[src/rtl/sg_pkg.sv]
// Shared definitions for the speed supervision controller.
// Assumes: curve arithmetic is done on 32-bit integers at elaboration time.
package sg_pkg;

    typedef enum logic {
        MODE_STANDBY   = 1'b0,
        MODE_SUPERVISE = 1'b1
    } sg_mode_e;

    // Curve point for a segment: base minus per-segment drop minus a margin.
    function automatic int curve_point(input int base, input int drop,
                                       input int seg, input int margin);
        return base - seg * drop - margin;
    endfunction

endpackage

[src/rtl/sg_segment.sv]
// Maps a track position to a braking-curve segment index.
// The segment length is a power of two (1 << SEG_SHIFT).
// Positions past the last segment are clamped to the final table entry.
module sg_segment #(
    parameter int POS_W     = 12,
    parameter int SEG_SHIFT = 9,
    parameter int NSEG      = 6,
    parameter int IDX_W     = 3
) (
    input  logic [POS_W-1:0] position,
    output logic [IDX_W-1:0] seg_idx
);

    localparam logic [POS_W-1:0] LAST_SEG = POS_W'(NSEG - 1);

    logic [POS_W-1:0] raw_seg;

    // Divide by the segment length, then clamp to the last entry.
    always_comb begin
        raw_seg = position >> SEG_SHIFT;
        if (raw_seg > LAST_SEG) begin
            seg_idx = IDX_W'(NSEG - 1);
        end else begin
            seg_idx = raw_seg[IDX_W-1:0];
        end
    end


    always_comb begin
        seg_range_chk: assert (int'(seg_idx) < NSEG)
            else $error("segment index outside table");
    end

endmodule

[src/rtl/sg_curve.sv]
// Braking-curve lookup tables: maximum, service and warning speeds per segment.
// The tables are generated from parameters.
// Assumes the parameters keep every entry within 0 .. 2**SPD_W-1.
module sg_curve #(
    parameter int NSEG        = 6,
    parameter int IDX_W       = 3,
    parameter int SPD_W       = 8,
    parameter int V_TOP       = 200,
    parameter int V_STEP      = 20,
    parameter int SVC_MARGIN  = 10,
    parameter int WARN_MARGIN = 10
) (
    input  logic [IDX_W-1:0] seg_idx,
    output logic [SPD_W-1:0] v_max,
    output logic [SPD_W-1:0] v_svc,
    output logic [SPD_W-1:0] v_warn
);
    import sg_pkg::*;

    logic [SPD_W-1:0] max_tab  [NSEG];
    logic [SPD_W-1:0] svc_tab  [NSEG];
    logic [SPD_W-1:0] warn_tab [NSEG];

    // One table row per segment, computed at elaboration.
    for (genvar g = 0; g < NSEG; g++) begin : g_row
        localparam int VM = curve_point(V_TOP, V_STEP, g, 0);
        localparam int VS = curve_point(V_TOP, V_STEP, g, SVC_MARGIN);
        localparam int VW = curve_point(V_TOP, V_STEP, g, SVC_MARGIN + WARN_MARGIN);
        assign max_tab[g]  = SPD_W'(VM);
        assign svc_tab[g]  = SPD_W'(VS);
        assign warn_tab[g] = SPD_W'(VW);
    end

    // Select the row of the current segment.
    always_comb begin
        v_max  = max_tab[seg_idx];
        v_svc  = svc_tab[seg_idx];
        v_warn = warn_tab[seg_idx];
    end


    always_comb begin
        curve_order_chk: assert (v_warn <= v_svc && v_svc <= v_max)
            else $error("braking curves out of order");
    end

endmodule

[src/rtl/sg_mode.sv]
// Holds the operating mode (standby or supervision).
// The mode is updated only at a control strobe that carries a mode command.
// The effective mode shows the commanded value during that strobe,
// so the evaluation at the same strobe already uses the new mode.
module sg_mode (
    input  logic            clk,
    input  logic            rst_n,
    input  logic            cycle_strobe,
    input  logic            mode_set,
    input  logic            mode_sel,
    output sg_pkg::sg_mode_e mode_q,
    output sg_pkg::sg_mode_e mode_eff
);
    import sg_pkg::*;

    logic take_cmd;

    // A command is taken only when it arrives together with a strobe.
    always_comb begin
        take_cmd = cycle_strobe && mode_set;
        mode_eff = take_cmd ? sg_mode_e'(mode_sel) : mode_q;
    end

    // Mode register; standby after reset.
    always_ff @(posedge clk) begin
        if (!rst_n) begin
            mode_q <= MODE_STANDBY;
        end else if (take_cmd) begin
            mode_q <= sg_mode_e'(mode_sel);
        end
    end


    mode_hold_chk: assert property (@(posedge clk) disable iff (!rst_n)
        !(cycle_strobe && mode_set) |=> $stable(mode_q))
        else $error("mode changed without a command");

endmodule

[src/rtl/sg_supervise.sv]
// Brake and warning decision logic, evaluated once per control strobe.
// The emergency brake is latched and released only by a reset request
// at zero speed. The warning follows the speed directly. The service
// brake sets at the service speed and clears below the warning speed.
// Assumes the curve inputs are ordered: v_warn <= v_svc <= v_max.
module sg_supervise #(
    parameter int SPD_W = 8
) (
    input  logic             clk,
    input  logic             rst_n,
    input  logic             cycle_strobe,
    input  sg_pkg::sg_mode_e mode_eff,
    input  sg_pkg::sg_mode_e mode_q,
    input  logic             reset_req,
    input  logic [SPD_W-1:0] speed,
    input  logic [SPD_W-1:0] v_max,
    input  logic [SPD_W-1:0] v_svc,
    input  logic [SPD_W-1:0] v_warn,
    output logic             eb_q,
    output logic             sb_q,
    output logic             wn_q
);
    import sg_pkg::*;

    logic supervising;
    logic at_standstill;
    logic release_ok;
    logic overspeed;
    logic eb_d;
    logic sb_d;
    logic wn_d;

    // Conditions derived from the current inputs.
    always_comb begin
        supervising   = (mode_eff == MODE_SUPERVISE);
        at_standstill = (speed == '0);
        release_ok    = reset_req && at_standstill;
        overspeed     = speed > v_max;
    end

    // Emergency brake: released at standstill on request, otherwise latched.
    always_comb begin
        if (eb_q) begin
            eb_d = !release_ok;
        end else begin
            eb_d = supervising && overspeed;
        end
    end

    // Warning follows the speed directly; the service brake has hysteresis.
    always_comb begin
        wn_d = supervising && (speed >= v_warn);
        if (!supervising) begin
            sb_d = 1'b0;
        end else if (speed >= v_svc) begin
            sb_d = 1'b1;
        end else if (speed < v_warn) begin
            sb_d = 1'b0;
        end else begin
            sb_d = sb_q;
        end
    end

    // Output registers, loaded only at a strobe.
    always_ff @(posedge clk) begin
        if (!rst_n) begin
            eb_q <= 1'b0;
            sb_q <= 1'b0;
            wn_q <= 1'b0;
        end else if (cycle_strobe) begin
            eb_q <= eb_d;
            sb_q <= sb_d;
            wn_q <= wn_d;
        end
    end


    out_hold_chk: assert property (@(posedge clk) disable iff (!rst_n)
        !cycle_strobe |=> $stable({eb_q, sb_q, wn_q}))
        else $error("outputs moved without a strobe");


    eb_latch_chk: assert property (@(posedge clk) disable iff (!rst_n)
        (eb_q && !(cycle_strobe && reset_req && speed == '0)) |=> eb_q)
        else $error("emergency brake released without standstill reset");


    sb_needs_warn_chk: assert property (@(posedge clk) disable iff (!rst_n)
        sb_q |-> wn_q)
        else $error("service brake without warning");


    standby_quiet_chk: assert property (@(posedge clk) disable iff (!rst_n)
        (mode_q == MODE_STANDBY) |-> (!sb_q && !wn_q))
        else $error("warning or service brake active in standby");

endmodule

[src/rtl/speed_guard.sv]
// Train speed supervision brake controller (top level).
// Chain: position -> segment index -> curve limits -> brake decision.
// The mode register feeds the decision logic.
// Assumes cycle_strobe is a one-cycle pulse per control cycle.
module speed_guard #(
    parameter int POS_W       = 12,
    parameter int SPD_W       = 8,
    parameter int SEG_SHIFT   = 9,
    parameter int NSEG        = 6,
    parameter int V_TOP       = 200,
    parameter int V_STEP      = 20,
    parameter int SVC_MARGIN  = 10,
    parameter int WARN_MARGIN = 10
) (
    input  logic             clk,
    input  logic             rst_n,
    input  logic             cycle_strobe,
    input  logic             mode_set,
    input  logic             mode_sel,
    input  logic             reset_req,
    input  logic [POS_W-1:0] position,
    input  logic [SPD_W-1:0] speed,
    output logic             emerg_brake,
    output logic             service_brake,
    output logic             warn
);
    import sg_pkg::*;

    localparam int IDX_W = (NSEG > 1) ? $clog2(NSEG) : 1;

    logic [IDX_W-1:0] seg_idx;
    logic [SPD_W-1:0] v_max;
    logic [SPD_W-1:0] v_svc;
    logic [SPD_W-1:0] v_warn;
    sg_mode_e         mode_q;
    sg_mode_e         mode_eff;

    sg_segment #(
        .POS_W(POS_W), .SEG_SHIFT(SEG_SHIFT), .NSEG(NSEG), .IDX_W(IDX_W)
    ) u_segment (
        .position(position),
        .seg_idx (seg_idx)
    );

    sg_curve #(
        .NSEG(NSEG), .IDX_W(IDX_W), .SPD_W(SPD_W), .V_TOP(V_TOP),
        .V_STEP(V_STEP), .SVC_MARGIN(SVC_MARGIN), .WARN_MARGIN(WARN_MARGIN)
    ) u_curve (
        .seg_idx(seg_idx),
        .v_max  (v_max),
        .v_svc  (v_svc),
        .v_warn (v_warn)
    );

    sg_mode u_mode (
        .clk         (clk),
        .rst_n       (rst_n),
        .cycle_strobe(cycle_strobe),
        .mode_set    (mode_set),
        .mode_sel    (mode_sel),
        .mode_q      (mode_q),
        .mode_eff    (mode_eff)
    );

    sg_supervise #(
        .SPD_W(SPD_W)
    ) u_supervise (
        .clk         (clk),
        .rst_n       (rst_n),
        .cycle_strobe(cycle_strobe),
        .mode_eff    (mode_eff),
        .mode_q      (mode_q),
        .reset_req   (reset_req),
        .speed       (speed),
        .v_max       (v_max),
        .v_svc       (v_svc),
        .v_warn      (v_warn),
        .eb_q        (emerg_brake),
        .sb_q        (service_brake),
        .wn_q        (warn)
    );


    eb_set_chk: assert property (@(posedge clk) disable iff (!rst_n)
        (cycle_strobe && mode_eff == MODE_SUPERVISE && speed > v_max) |=> emerg_brake)
        else $error("overspeed did not apply the emergency brake");

endmodule

[config.mk]
export PLATFORM = sky130hd
export DESIGN_NAME = speed_guard
export DESIGN_NICKNAME = d
export VERILOG_FILES = /design/src/rtl/sg_pkg.sv /design/src/rtl/sg_segment.sv /design/src/rtl/sg_curve.sv /design/src/rtl/sg_mode.sv /design/src/rtl/sg_supervise.sv /design/src/rtl/speed_guard.sv
export SDC_FILE = /design/constraint.sdc
export NUM_CORES = 1
export LEC_CHECK = 0
export ABC_AREA = 1
export ABC_CLOCK_PERIOD_IN_PS = 4700
export BUFFER_PORTS_ARGS = -buffer_cell sky130_fd_sc_hd__buf_2
export CORE_MARGIN = 2
export CORE_UTILIZATION = 35
export CTS_CLUSTER_SIZE = 16
export DETAILED_ROUTE_END_ITERATION = 8
export GPL_ROUTABILITY_DRIVEN = 0
export SETUP_SLACK_MARGIN = 0.2
export SLEW_MARGIN = 20
export SYNTH_ARGS = -nofsm -noshare
export SYNTH_HDL_FRONTEND = slang
export SYNTH_SLANG_ARGS = --single-unit
[constraint.sdc]
create_clock -name clk -period 4.7 [get_ports clk]
set_input_delay 0.235 -clock clk [delete_from_list [all_inputs] [get_ports clk]]
set_output_delay 0.235 -clock clk [all_outputs]
set_load 0.1 [all_outputs]
# Yosys cells after proc, flatten, opt, wreduce, memory -nomap -nowiden
# Memory sizes are Yosys's and may differ from the RTL's.
# Index checks and enable logic that the tools add are counted.
op_classes:
  eq_ne: 1
  bitwise_logic: 1
  muxes: 12
  magnitude_cmp: 6
  n_reduce_logical: 7
ops:
  columns: ["operator", "count"]
  rows:
  - ["8-bit two-way mux", 6]
  - ["8-bit greater-or-equal comparator", 2]
  - ["8-bit > comparator", 1]
  - ["8-bit logical NOT", 1]
  - ["8-bit < comparator", 1]
  - ["1-bit two-way mux", 5]
  - ["4-bit greater-or-equal comparator, second input constant", 1]
  - ["1-bit logical AND", 4]
  - ["3-bit inverter with 4-bit output", 1]
  - ["3-bit > comparator, second input constant", 1]
  - ["3-bit two-way mux", 1]
  - ["3-bit != test, second input constant", 1]
  - ["2-bit AND reduction", 1]
  - ["1-bit logical NOT", 1]
totals:
  out_inout_bits: 3
  ff_bits: 4
  rom_bits: 192
  mem_count: 3
  inputBits: 26
memory_table:
  columns: ["memory", "words", "word_bits", "rd", "rd_clocked_by_memory_dff", "write_ports", "line_no", "rtl"]
  rows:
  - ["(no name shown)", 8, 8, 1, 0, 0, "sg_curve.sv:36", "v_max = max_tab[seg_idx];"]
  - ["(no name shown)", 8, 8, 1, 0, 0, "sg_curve.sv:37", "v_svc = svc_tab[seg_idx];"]
  - ["(no name shown)", 8, 8, 1, 0, 0, "sg_curve.sv:38", "v_warn = warn_tab[seg_idx];"]

# Longest topological paths before layout
# Gate-level depths: netlist of run 1.
depth:
  word_depth: 10
  depth_mapped: 15

# Hierarchy
# From an unflattened synthesis of run 1, not the netlist that was laid out.
unflattened:
  hier_cells: 186
  area_unflattened_um2: 1134.8
by_module_without_submodules:
  columns: ["module", "cells_per_inst", "n_inst", "area_per_inst_um2"]
  rows:
  - ["sg_supervise", 129, 1, 795.8]
  - ["sg_curve", 41, 1, 256.5]
  - ["sg_mode", 10, 1, 60.1]
  - ["sg_segment", 6, 1, 22.5]

# Worst setup path after synthesis of run 1
# OpenSTA, ideal clock, no wires.
synth_path:
  path_kind: "input port to flip-flop"
  from: "input port position[11]"
  to: "register u_supervise.sb_q"
  setup_time_ns: 0.066
  required_time_ns: 4.634
  cell_stages: 15
  t_arrival_ns: 1.936
  path_slack_ns: 2.698
  cell_sequence: "buf_2 nand2_1 nand2_1 ha_1 nor2_1 nor2_1 ha_1 nand2_1 nor2_2 nand2_1 nand3_1 nand2_1 o21ai_1 nand2_1 a21oi_2"
synth_between:
  elab_chain_cells: 9
synth_rtl:
  columns: ["element", "line_no", "rtl"]
  rows:
  - ["from (decl)", "speed_guard.sv:21", "input logic [POS_W-1:0] position,"]
  - ["3-bit > comparator", "sg_segment.sv:21", "if (raw_seg > LAST_SEG) begin"]
  - ["3-bit two-way mux (*)", "sg_segment.sv:21", null]
  - ["3-bit inverter with 4-bit output (not written as such) (*)", "sg_curve.sv:37, sg_curve.sv:38", null]
  - ["memory read 8 x 8 bit (on tied branches)", null, null]
  - ["8-bit two-way mux (on tied branches) (2 in series)", "sg_curve.sv:38, sg_curve.sv:37", null]
  - ["8-bit < comparator / 8-bit greater-or-equal comparator (equally long branches)", "sg_supervise.sv:57, sg_supervise.sv:55", null]
  - ["3-bit != test (no line) / 1-bit two-way mux (equally long branches)", null, null]
  - ["2-bit AND reduction (no line) / 1-bit two-way mux (equally long branches)", null, null]
  - ["to (signal assigned)", "sg_supervise.sv:68", "sb_q <= 1'b0;"]
  - ["to (signal assigned)", "sg_supervise.sv:72", "sb_q <= sb_d;"]
  - ["to (decl)", "sg_supervise.sv:20", "output logic sb_q,"]
# Every way passes the cells marked *; elsewhere a longest branch is shown, timed or not. The select of a mux whose other input is x is not followed.
# A chain may end at the register's enable or synchronous reset.

# Worst setup path after layout of run 1
# Same ends and word-level chain as after synthesis.

==> reports/metrics.yaml, run 1 <==
place:
  dp_slack_ns: 2.486
  place_area_sq_um: 878.3
  hpwlAfterDp_um: 1446
  placedCellCount: 164
  portBuffers: 19
sta:
  fin_crit_ns: 1.954
  fin_crit_sh: 0.4158
  slew-limit-headroom: 0.6787
  worst_slew_pin_slew_ns: 0.4853
  whs_ns: 0.2555
  hold_viol: 0
  setup_viol: 0
  rsz0062_at_grt: "no"
  drv_slew: 0
  fin_ws_ns: 2.746
  tns_ns: 0
  max_freq_ghz: 0.5117
  skew_ns: 0.005363
hold_path:
  hp-start: "rst_n"
  min_path_type: "in2reg"
drt:
  drt-total-wl_um: 1606
  drc: 0
  num_vias: 759
  dr_wl_met3_um: 56
  wl_per_cell_um: 9.617
  first_pass_iters: 4
  first_iter_violations: 8
  dr_wl_met2_um: 776
  top_layer: "met3"
  drtAntennaViolNets: 0
  wl_met1_um: 772
  vias_per_cell: 4.545
synth:
  synth.distinct_cells: 25
  synth_nets: 165
  synth_top_flop_cell: "dfxtp_1"
  synth_area_sq_um: 758.2
  yosys_warnings: 0
  synth-edff-count: 0
  syn_inst: 120
  yosysSeqAreaShare: 0.1056
  synthArstFlopShare: 0
  syn-mean-instance-area_sq_um: 6.319
  ys_seq_elements: 4
pwr:
  irDropWorstVdd_v: 0.0001255
  leakage_nw: 0.5083
  p_per_area_mw_per_mm2: 167.7
  report.power.total_uw: 151.0
clock_network:
  cts_sinks: 4
  ctsHtreeMaxLevel: 1
  insertion_delay_ns: 0.23
  cts_setup_buffers: 0
  cts.hold.buffers_added: 0
  cts-buffers-inserted: 3
  cts_resized: 0
  cts_max_path_buffers: 2
  clk_pin_slew_worst_paths_ns: 0.04
  ctsRootBufferMaster: "clkbuf_4"
  tritoncts: "yes"
floorplan:
  die_area_sq_mm: 0.002555
  initial_utilization: 0.3787
  core_region_area_sq_mm: 0.002002
  die_y_um: 50.55
  rows: 16
  die_x_um: 50.55
  num_io_pins: 29
finish:
  nNetsFinal: 187
  fin_area_sq_um: 900.9
  drive_gt1_frac: 0.2286
  post-route-util: 0.4500
  area_growth_syn_to_layout_pct: 18.81
  final_common_cell: "nand2_1"
  final-instance-count-excl-fill: 167
  diodes: 0
  mostFrequentLayoutCells: "nand2_1 (29), ha_1 (19), buf_2 (19), inv_1 (16), nor2_1 (16)"
  n_fill_cell: 216
critical_path:
  cp_slowest_stage_delay_ns: 0.27
  crit_cells: 15
  r2r_cells: 5
  crit_start: "position[11]"
  critPathBufInv: 1
  cp_slowest_cell: "ha_1"
  crit_path_cell_trace: "buf_2 > nand2_1 > nand2_1 > ha_1 > nor2_1 > nor2_1 > ha_1 > nand2_1 > nor2_2 > nand2_1 > nand3_1 > nand2_1 > o21ai_1 > nand2_1 > a21oi_2"
  crit_end: "u_supervise.sb_q"
  worstSetupEndpointType: "flop"
  reg2reg_to: "u_supervise.eb_q"
  worstSetupPathType: "in2reg"
  required_ns: 4.86
  cp_data_arrival_time_ns: 2.12
  path_common_cell: "nand2_1"
  cp-start-kind: "input pin"
  cp_max_fo: 11
  cpLargestDelayFamily: "simple AND/OR/NAND/NOR gates"
  rrSetupSlack_ns: 3.76
  r2r_start: "u_supervise.eb_q"
grt:
  grt_pass1_wl_um: 2877
  grt_max_degree: 12
  antenna_found_initial: 0
  grt_pass1_vias: 707
  grt_usage: 0.1461
  overflow: 0
outcome:
  status: "finished clean"
flow_run:
  maxCapViolCount: 0
==> synthesized netlist by cell type (all sizes together), types with 2 or more instances <==
cell     n  share of area
nand2   30           0.15
ha      19           0.31
inv     19          0.094
nor2    17          0.087
a21oi   10          0.081
dfxtp    4           0.11
nand3    4          0.026
o21ai    3          0.035
clkinv   2         0.0099
nor4     2          0.016
or2      2          0.016
==> kinds of logic after synthesis <==
logic type	synth area share
compound gates	0.1452
fa+ha+maj	0.3135
buf+inv	0.1221
flops	0.1056
simple gates	0.3135
==> per-layer routing <==
layer / global-route usage / vias to the layer above
met3: 0.01786 / 0
li1: - / 426
met4: 0.04054 / 0
met2: 0.2544 / 14
met5: 0 / -
met1: 0.1881 / 319
==> cell type report <==
class                           instances  area (sq um)  area share
Sequential cell                         4         80.08     0.08889
Inverter                               22         83.83     0.09306
Clock buffer                            3         22.52     0.02500
Multi-Input combinational cell         92         585.6      0.6500
Tap cell                               27         33.78     0.03750
Timing Repair Buffer                   19         95.09      0.1056
==> where the power goes <==
part / total [mW] / switching (mW) / internal, mW / leakage, nW
logic: 0.0737 / 0.0459 / 0.0278 / 0.462
registers: 0.0357 / 0.000421 / 0.0353 / 0.0325
clock network: 0.0416 / 0.0131 / 0.0285 / 0.0138
==> worst min path at each step <==
stage                        to  slack [ns]  depth (start not counted)
2_1_floorplan  u_supervise.eb_q        0.37                          2
3_3_place_gp   u_supervise.sb_q        0.45                          2
3_5_place_dp   u_supervise.sb_q        0.46                          2
4_1_cts        u_supervise.eb_q        0.24                          3
5_1_grt        u_supervise.eb_q        0.26                          3
6_report       u_supervise.eb_q        0.26                          3
==> worst reg2reg max path, delay by kind of cell (launching register included) <==
kind | cells | cell delay, ns
AOI/OAI and AO/OA | 1 | 0.03
buffers and inverters | 1 | 0.06
DFF | 1 | 0.32
and+or+nand+nor | 3 | 0.41
==> state kept, by name, summed over array words and instances (netlist names) <==
| name | count |
|---|---|
| u_mode.mode_q | 1 |
| u_supervise.eb_q | 1 |
| u_supervise.sb_q | 1 |
| u_supervise.wn_q | 1 |
(Power assumes the default switching activity.)
==> run 2: changes to the inputs <==
ABC_CLOCK_PERIOD_IN_PS = 1900   (was 4700)
clock period = 1.9 ns   (was 4.7 ns; I/O delays follow)
==> run 2 against run 1 <==
Against the previous run:
- critical path depth down 1
- highest routed layer unchanged
- register-to-register slack got worse by 2.8 ns
- first-iteration DRC count is 13% lower
- largest cell class unchanged
- combinational power rose to 2.9 times the previous value
==> reports/metrics.yaml, run 2 (same netlist as run 1, synthesis figures left out) <==
finish:
  drive_gt1_frac: 0.3356  # was 0.2286
  nNetsFinal: 193  # was 187
  multi_input_area_sq_um: 654.4  # was 585.6 sq um
  diodes: 0  # unchanged
  n_fill_cell: 219  # was 216
  regArea_sq_um: 80.08  # unchanged
  area_growth_syn_to_layout_pct: 33.83  # was 18.81%
  mostFrequentLayoutCells: "nand2_1 (27), buf_2 (19), ha_1 (17), inv_1 (14), nor2_1 (14)"  # was nand2_1 (29), ha_1 (19), buf_2 (19), inv_1 (16), nor2_1 (16)
  final_common_cell: "nand2_1"  # unchanged
critical_path:
  cp-start-kind: "input pin"  # unchanged
  path_common_cell: "nand2_1"  # unchanged
  worstSetupEndpointType: "flop"  # unchanged
  worstSetupPathType: "in2reg"  # unchanged
  critPathBufInv: 1  # unchanged
  required_ns: 2.06  # was 4.86 ns
  cp_max_fo: 3  # was 11
  cp_data_arrival_time_ns: 1.74  # was 2.12 ns
  cp_slowest_stage_delay_ns: 0.27  # about the same
  crit_path_cell_trace: "buf_2 > nand2_4 > nand2_4 > ha_4 > or2_4 > ha_4 > nand2_1 > nor2_2 > nand2_1 > nand3_2 > nand2_1 > o21ai_1 > nand2_1 > a21oi_2"  # was buf_2 > nand2_1 > nand2_1 > ha_1 > nor2_1 > nor2_1 > ha_1 > nand2_1 > nor2_2 > nand2_1 > nand3_1 > nand2_1 > o21ai_1 > nand2_1 > a21oi_2
  cp_slowest_cell: "ha_4"  # was ha_1
  crit_start: "position[11]"  # unchanged
  cpLargestDelayFamily: "simple AND/OR/NAND/NOR gates"  # unchanged
  r2r_start: "u_mode.mode_q"  # was u_supervise.eb_q
sta:
  worst_slew_pin_slew_ns: 0.4848  # was 0.4853 ns
  tns_ns: 0  # unchanged
  drv_slew: 0  # unchanged
  slew-limit-headroom: 0.6790  # was 0.6787
  setup_viol: 0  # unchanged
  max_freq_ghz: 0.6329
  fin_crit_sh: 0.8315
  fin_crit_ns: 1.580
  rsz0062_at_grt: "no"  # unchanged
  hold_viol: 0  # unchanged
  skew_ns: 0.0005289  # was 0.005363 ns
place:
  hpwlAfterDp_um: 1524  # was 1446 um
  portBuffers: 19  # unchanged
drt:
  vias_per_cell: 4.618  # was 4.545
  drtAntennaViolNets: 0  # unchanged
  drc: 0  # unchanged
  num_vias: 799  # was 759
  first_iter_violations: 7  # was 8
  first_pass_iters: 2  # was 4
  drt-total-wl_um: 1780  # was 1606 um
  wl_per_cell_um: 10.29  # was 9.617 um
floorplan:
  core_region_area_sq_mm: 0.002002  # unchanged
  die_area_sq_mm: 0.002555  # unchanged
  rows: 16  # unchanged
  num_io_pins: 29  # unchanged
  initial_utilization: 0.3787  # unchanged
  die_x_um: 50.55  # unchanged
  die_y_um: 50.55  # unchanged
flow_run:
  maxCapViolCount: 0  # unchanged
clock_network:
  ctsHtreeMaxLevel: 1  # unchanged
  ctsRootBufferMaster: "clkbuf_4"  # unchanged
  cts_sinks: 4  # unchanged
  clk_pin_slew_worst_paths_ns: 0.04  # about the same
  tritoncts: "yes"  # unchanged
  cts_max_path_buffers: 2  # unchanged
  cts_setup_buffers: 0  # unchanged
  cts-buffers-inserted: 3  # unchanged
  insertion_delay_ns: 0.23  # about the same
pwr:
  report.power.total_uw: 407.7  # was 151.0 uW
  power_frac_comb: 0.532  # was 0.488
  p_sw_uw: 161.7  # was 59.43 uW
  power.clock.fraction: 0.252  # was 0.275
  irDropWorstVdd_v: 0.0001939  # was 0.0001255 V
  intPower_uw: 246.1  # was 91.61 uW
  p_per_area_mw_per_mm2: 401.8  # was 167.7 mW/mm^2
  p_seq_frac: 0.217  # was 0.237
  leakage_nw: 0.5504  # was 0.5083 nW
  p_sw_frac: 0.3965  # was 0.3935
hold_path:
  hp-start: "rst_n"  # unchanged
  min_path_type: "in2reg"  # unchanged
grt:
  grt_max_degree: 10  # was 12
  grt_pass1_wl_um: 2946  # was 2877 um
  overflow: 0  # unchanged
  grt_usage: 0.1479  # was 0.1461
  antenna_found_initial: 0  # unchanged
  grt_pass1_vias: 761  # was 707
outcome:
  status: "finished clean"  # unchanged
run 2: per-stage QoR:
stage / cell area [sq um] / hold slack (ns) / utilization / std cells / setup slack (ns)
after floorplan: 815.8 / 0.2313 / - / 120 / 0.1761
after global placement: 965.9 / 0.3527 / 0.4825 / 170 / 0.05873
after detailed placement: 965.9 / 0.3538 / 0.4825 / 170 / 0.01978
after CTS: 988.4 / 0.1132 / 0.4938 / 173 / 0.2404
after global routing: 1015 / 0.1152 / 0.5069 / 173 / 0.2071
final: 1015 / 0.1169 / 0.5069 / 173 / 0.3201
run 2: area by class of cell:
class	count	area share
repair buffers	25	0.1381
well taps	27	0.03329
clock buffers	3	0.02219
inverters	22	0.08261
multi-input cells	92	0.6449
flip-flops and latches	4	0.07892
run 2: worst paths after layout:
check | cells past startpoint | slack [ns] | endpoint
max | 14 | 0.32 | u_supervise.sb_q
min | 3 | 0.12 | u_supervise.eb_q
max reg2reg | 6 | 0.96 | u_supervise.sb_q
min reg2reg | 2 | 0.48 | u_supervise.eb_q
run 2: power groups by stage:
| stage | Combinational [mW] | Clock [mW] | Sequential [mW] |
|---|---|---|---|
| final | 0.217 | 0.103 | 0.0883 |
| after detailed placement | 0.208 | 0 | 0.0896 |
| after global placement | 0.203 | 0 | 0.0897 |
| after floorplan | 0.133 | 0 | 0.103 |
| after CTS | 0.210 | 0.105 | 0.0883 |
| after global routing | 0.249 | 0.113 | 0.0887 |
run 2: layer usage:
layer | global-route usage | share of wire | routed length, um | vias up
li1 | - | - | - | 437
met1 | 0.1826 | 0.47 | 837 | 347
met2 | 0.2632 | 0.50 | 889 | 15
met3 | 0.02679 | 0.030 | 53 | 0
met4 | 0.03604 | 0 | 0 | 0
met5 | 0 | 0 | 0 | -
run 2: worst min-delay path: stages:
cell and delay (ns):
buf_2 0.10, nand2_1 0.07, a21oi_2 0.03
run 2: what timing repair did:
action | 4_1_cts | 5_1_grt
resized for setup | 0 | 6
setup endpoints to repair | 0 | 2
hold buffers | 0 | 0
==> run 3: changes to the inputs <==
ABC_CLOCK_PERIOD_IN_PS = 1630   (was 1900)
clock period = 1.63 ns   (was 1.9 ns; I/O delays follow)
==> run 3 against run 2 <==
Against the previous run:
- clock skew grew 0.0029 ns
- core utilization grew 3.4 points
- critical path type unchanged
- first-iteration DRC count shrank 14%
==> reports/metrics.yaml, run 3 (same netlist as run 1, synthesis figures left out) <==
grt:
  antenna_found_initial: 0  # unchanged
  grt_pass1_wl_um: 3070  # was 2946 um
  grt_usage: 0.1544  # was 0.1479
  grt_max_degree: 10  # unchanged
  overflow: 0  # unchanged
  grt_pass1_vias: 748  # was 761
critical_path:
  required_ns: 1.80  # was 2.06 ns
  worstSetupPathType: "in2reg"  # unchanged
  cp_max_fo: 3  # unchanged
  cp_data_arrival_time_ns: 1.59  # was 1.74 ns
  worstSetupEndpointType: "flop"  # unchanged
  cp-start-kind: "input pin"  # unchanged
finish:
  final_common_cell: "nand2_1"  # unchanged
  drive_gt1_frac: 0.4067  # was 0.3356
  regArea_sq_um: 81.33  # was 80.08 sq um
  multi_input_area_sq_um: 673.1  # was 654.4 sq um
  mostFrequentLayoutCells: "nand2_1 (25), ha_1 (17), buf_2 (17), inv_1 (13), nor2_1 (12)"  # was nand2_1 (27), buf_2 (19), ha_1 (17), inv_1 (14), nor2_1 (14)
  nNetsFinal: 197  # was 193
  diodes: 0  # unchanged
  area_growth_syn_to_layout_pct: 42.90  # was 33.83%
  n_fill_cell: 210  # was 219
sta:
  fin_crit_ns: 1.418
  drv_slew: 0  # unchanged
  setup_viol: 0  # unchanged
  worst_slew_pin_slew_ns: 0.4844  # was 0.4848 ns
  skew_ns: 0.003463  # was 0.0005289 ns
  hold_viol: 0  # unchanged
  slew-limit-headroom: 0.6793  # was 0.6790
  fin_crit_sh: 0.8697
  max_freq_ghz: 0.7054
  tns_ns: 0  # unchanged
  fin_ws_ns: 0.2123  # was 0.3201 ns
  rsz0062_at_grt: "yes"  # was no
clock_network:
  cts_sinks: 4  # unchanged
  ctsRootBufferMaster: "clkbuf_4"  # unchanged
  tritoncts: "yes"  # unchanged
  ctsHtreeMaxLevel: 1  # unchanged
  cts.hold.buffers_added: 0  # unchanged
  cts_setup_buffers: 0  # unchanged
  insertion_delay_ns: 0.24  # was 0.23 ns
  cts_max_path_buffers: 2  # unchanged
  clk_pin_slew_worst_paths_ns: 0.04  # about the same
  cts-buffers-inserted: 3  # unchanged
place:
  portBuffers: 19  # unchanged
  dp_slack_ns: -0.1645  # was 0.01978 ns
  hpwlAfterDp_um: 1580  # was 1524 um
drt:
  num_vias: 812  # was 799
  first_iter_violations: 6  # was 7
  drt-total-wl_um: 1815  # was 1780 um
  first_pass_iters: 4  # was 2
  vias_per_cell: 4.588  # was 4.618
  drc: 0  # unchanged
  drtAntennaViolNets: 0  # unchanged
  wl_per_cell_um: 10.25  # was 10.29 um
floorplan:
  core_region_area_sq_mm: 0.002002  # unchanged
  rows: 16  # unchanged
  die_area_sq_mm: 0.002555  # unchanged
  die_y_um: 50.55  # unchanged
  die_x_um: 50.55  # unchanged
  num_io_pins: 29  # unchanged
  initial_utilization: 0.3787  # unchanged
pwr:
  report.power.total_uw: 508.6  # was 407.7 uW
  irDropWorstVdd_v: 0.0004201  # was 0.0001939 V
  leakage_nw: 0.5755  # was 0.5504 nW
  p_per_area_mw_per_mm2: 469.4  # was 401.8 mW/mm^2
flow_run:
  maxCapViolCount: 0  # unchanged
outcome:
  status: "finished clean"  # unchanged
hold_path:
  min_path_type: "in2reg"  # unchanged
## run 3: per-layer routing
metal / vias to the layer above / part of all wire / track usage / wire length (um)
li1: 445 / - / - / -
met1: 354 / 0.49 / 0.2036 / 894
met2: 13 / 0.48 / 0.2719 / 869
met3: 0 / 0.028 / 0.02679 / 51
met4: 0 / 0 / 0.01351 / 0
met5: - / 0 / 0 / 0
## run 3: cell type report
| type | count | share of cell area |
|---|---|---|
| Multi-Input combinational cell | 92 | 0.6212 |
| Sequential cell | 4 | 0.07506 |
| Timing Repair Buffer | 29 | 0.1721 |
| Tap cell | 27 | 0.03118 |
| Clock buffer | 3 | 0.02079 |
| Inverter | 22 | 0.07968 |
## run 3: power breakdown
part	switching, mW	total (mW)	internal, mW	leakage (nW)
clock network	0.0432	0.126	0.0825	0.0138
registers	0.00121	0.103	0.102	0.0329
logic	0.160	0.280	0.120	0.529
## run 3: path summary, 6_finish.rpt
check	startpoint	end	slack, ns	depth (start not counted)
worst max register to register	u_mode.mode_q	u_supervise.eb_q	0.72	6
worst max-delay path	position[10]	u_supervise.sb_q	0.21	15
worst min register to register	u_supervise.sb_q	u_supervise.sb_q	0.46	2
worst min-delay path	rst_n	u_supervise.eb_q	0.09	3
## run 3: critical path, cell delays in order
cell and delay [ns]:
buf_8 0.09, inv_4 0.04, nor2_4 0.12, ha_4 0.22
nor2_4 0.10, nor2_2 0.05, ha_1 0.27, nand2_1 0.06
nor2_2 0.09, nand2_1 0.07, nand3_2 0.07, nand2_1 0.05
o21ai_1 0.11, nand2_1 0.07, a21oi_2 0.10
## run 3: repair_timing
action                                 in CTS  in global routing
gates resized for setup                    14                  6
pin swaps                                  13                  6
endpoints found under the hold margin       0                  0
setup endpoints to repair                   3                  3
## run 3: stage by stage
step	hold slack, ns	utilization	instance area [sq um]	instances
after floorplan	0.2104	-	817.0	120
after global placement	0.3296	0.4981	997.2	174
after detailed placement	0.3340	0.4981	997.2	174
after CTS	0.08236	0.5331	1067	177
after global routing	0.08523	0.5413	1084	177
final	0.08913	0.5413	1084	177
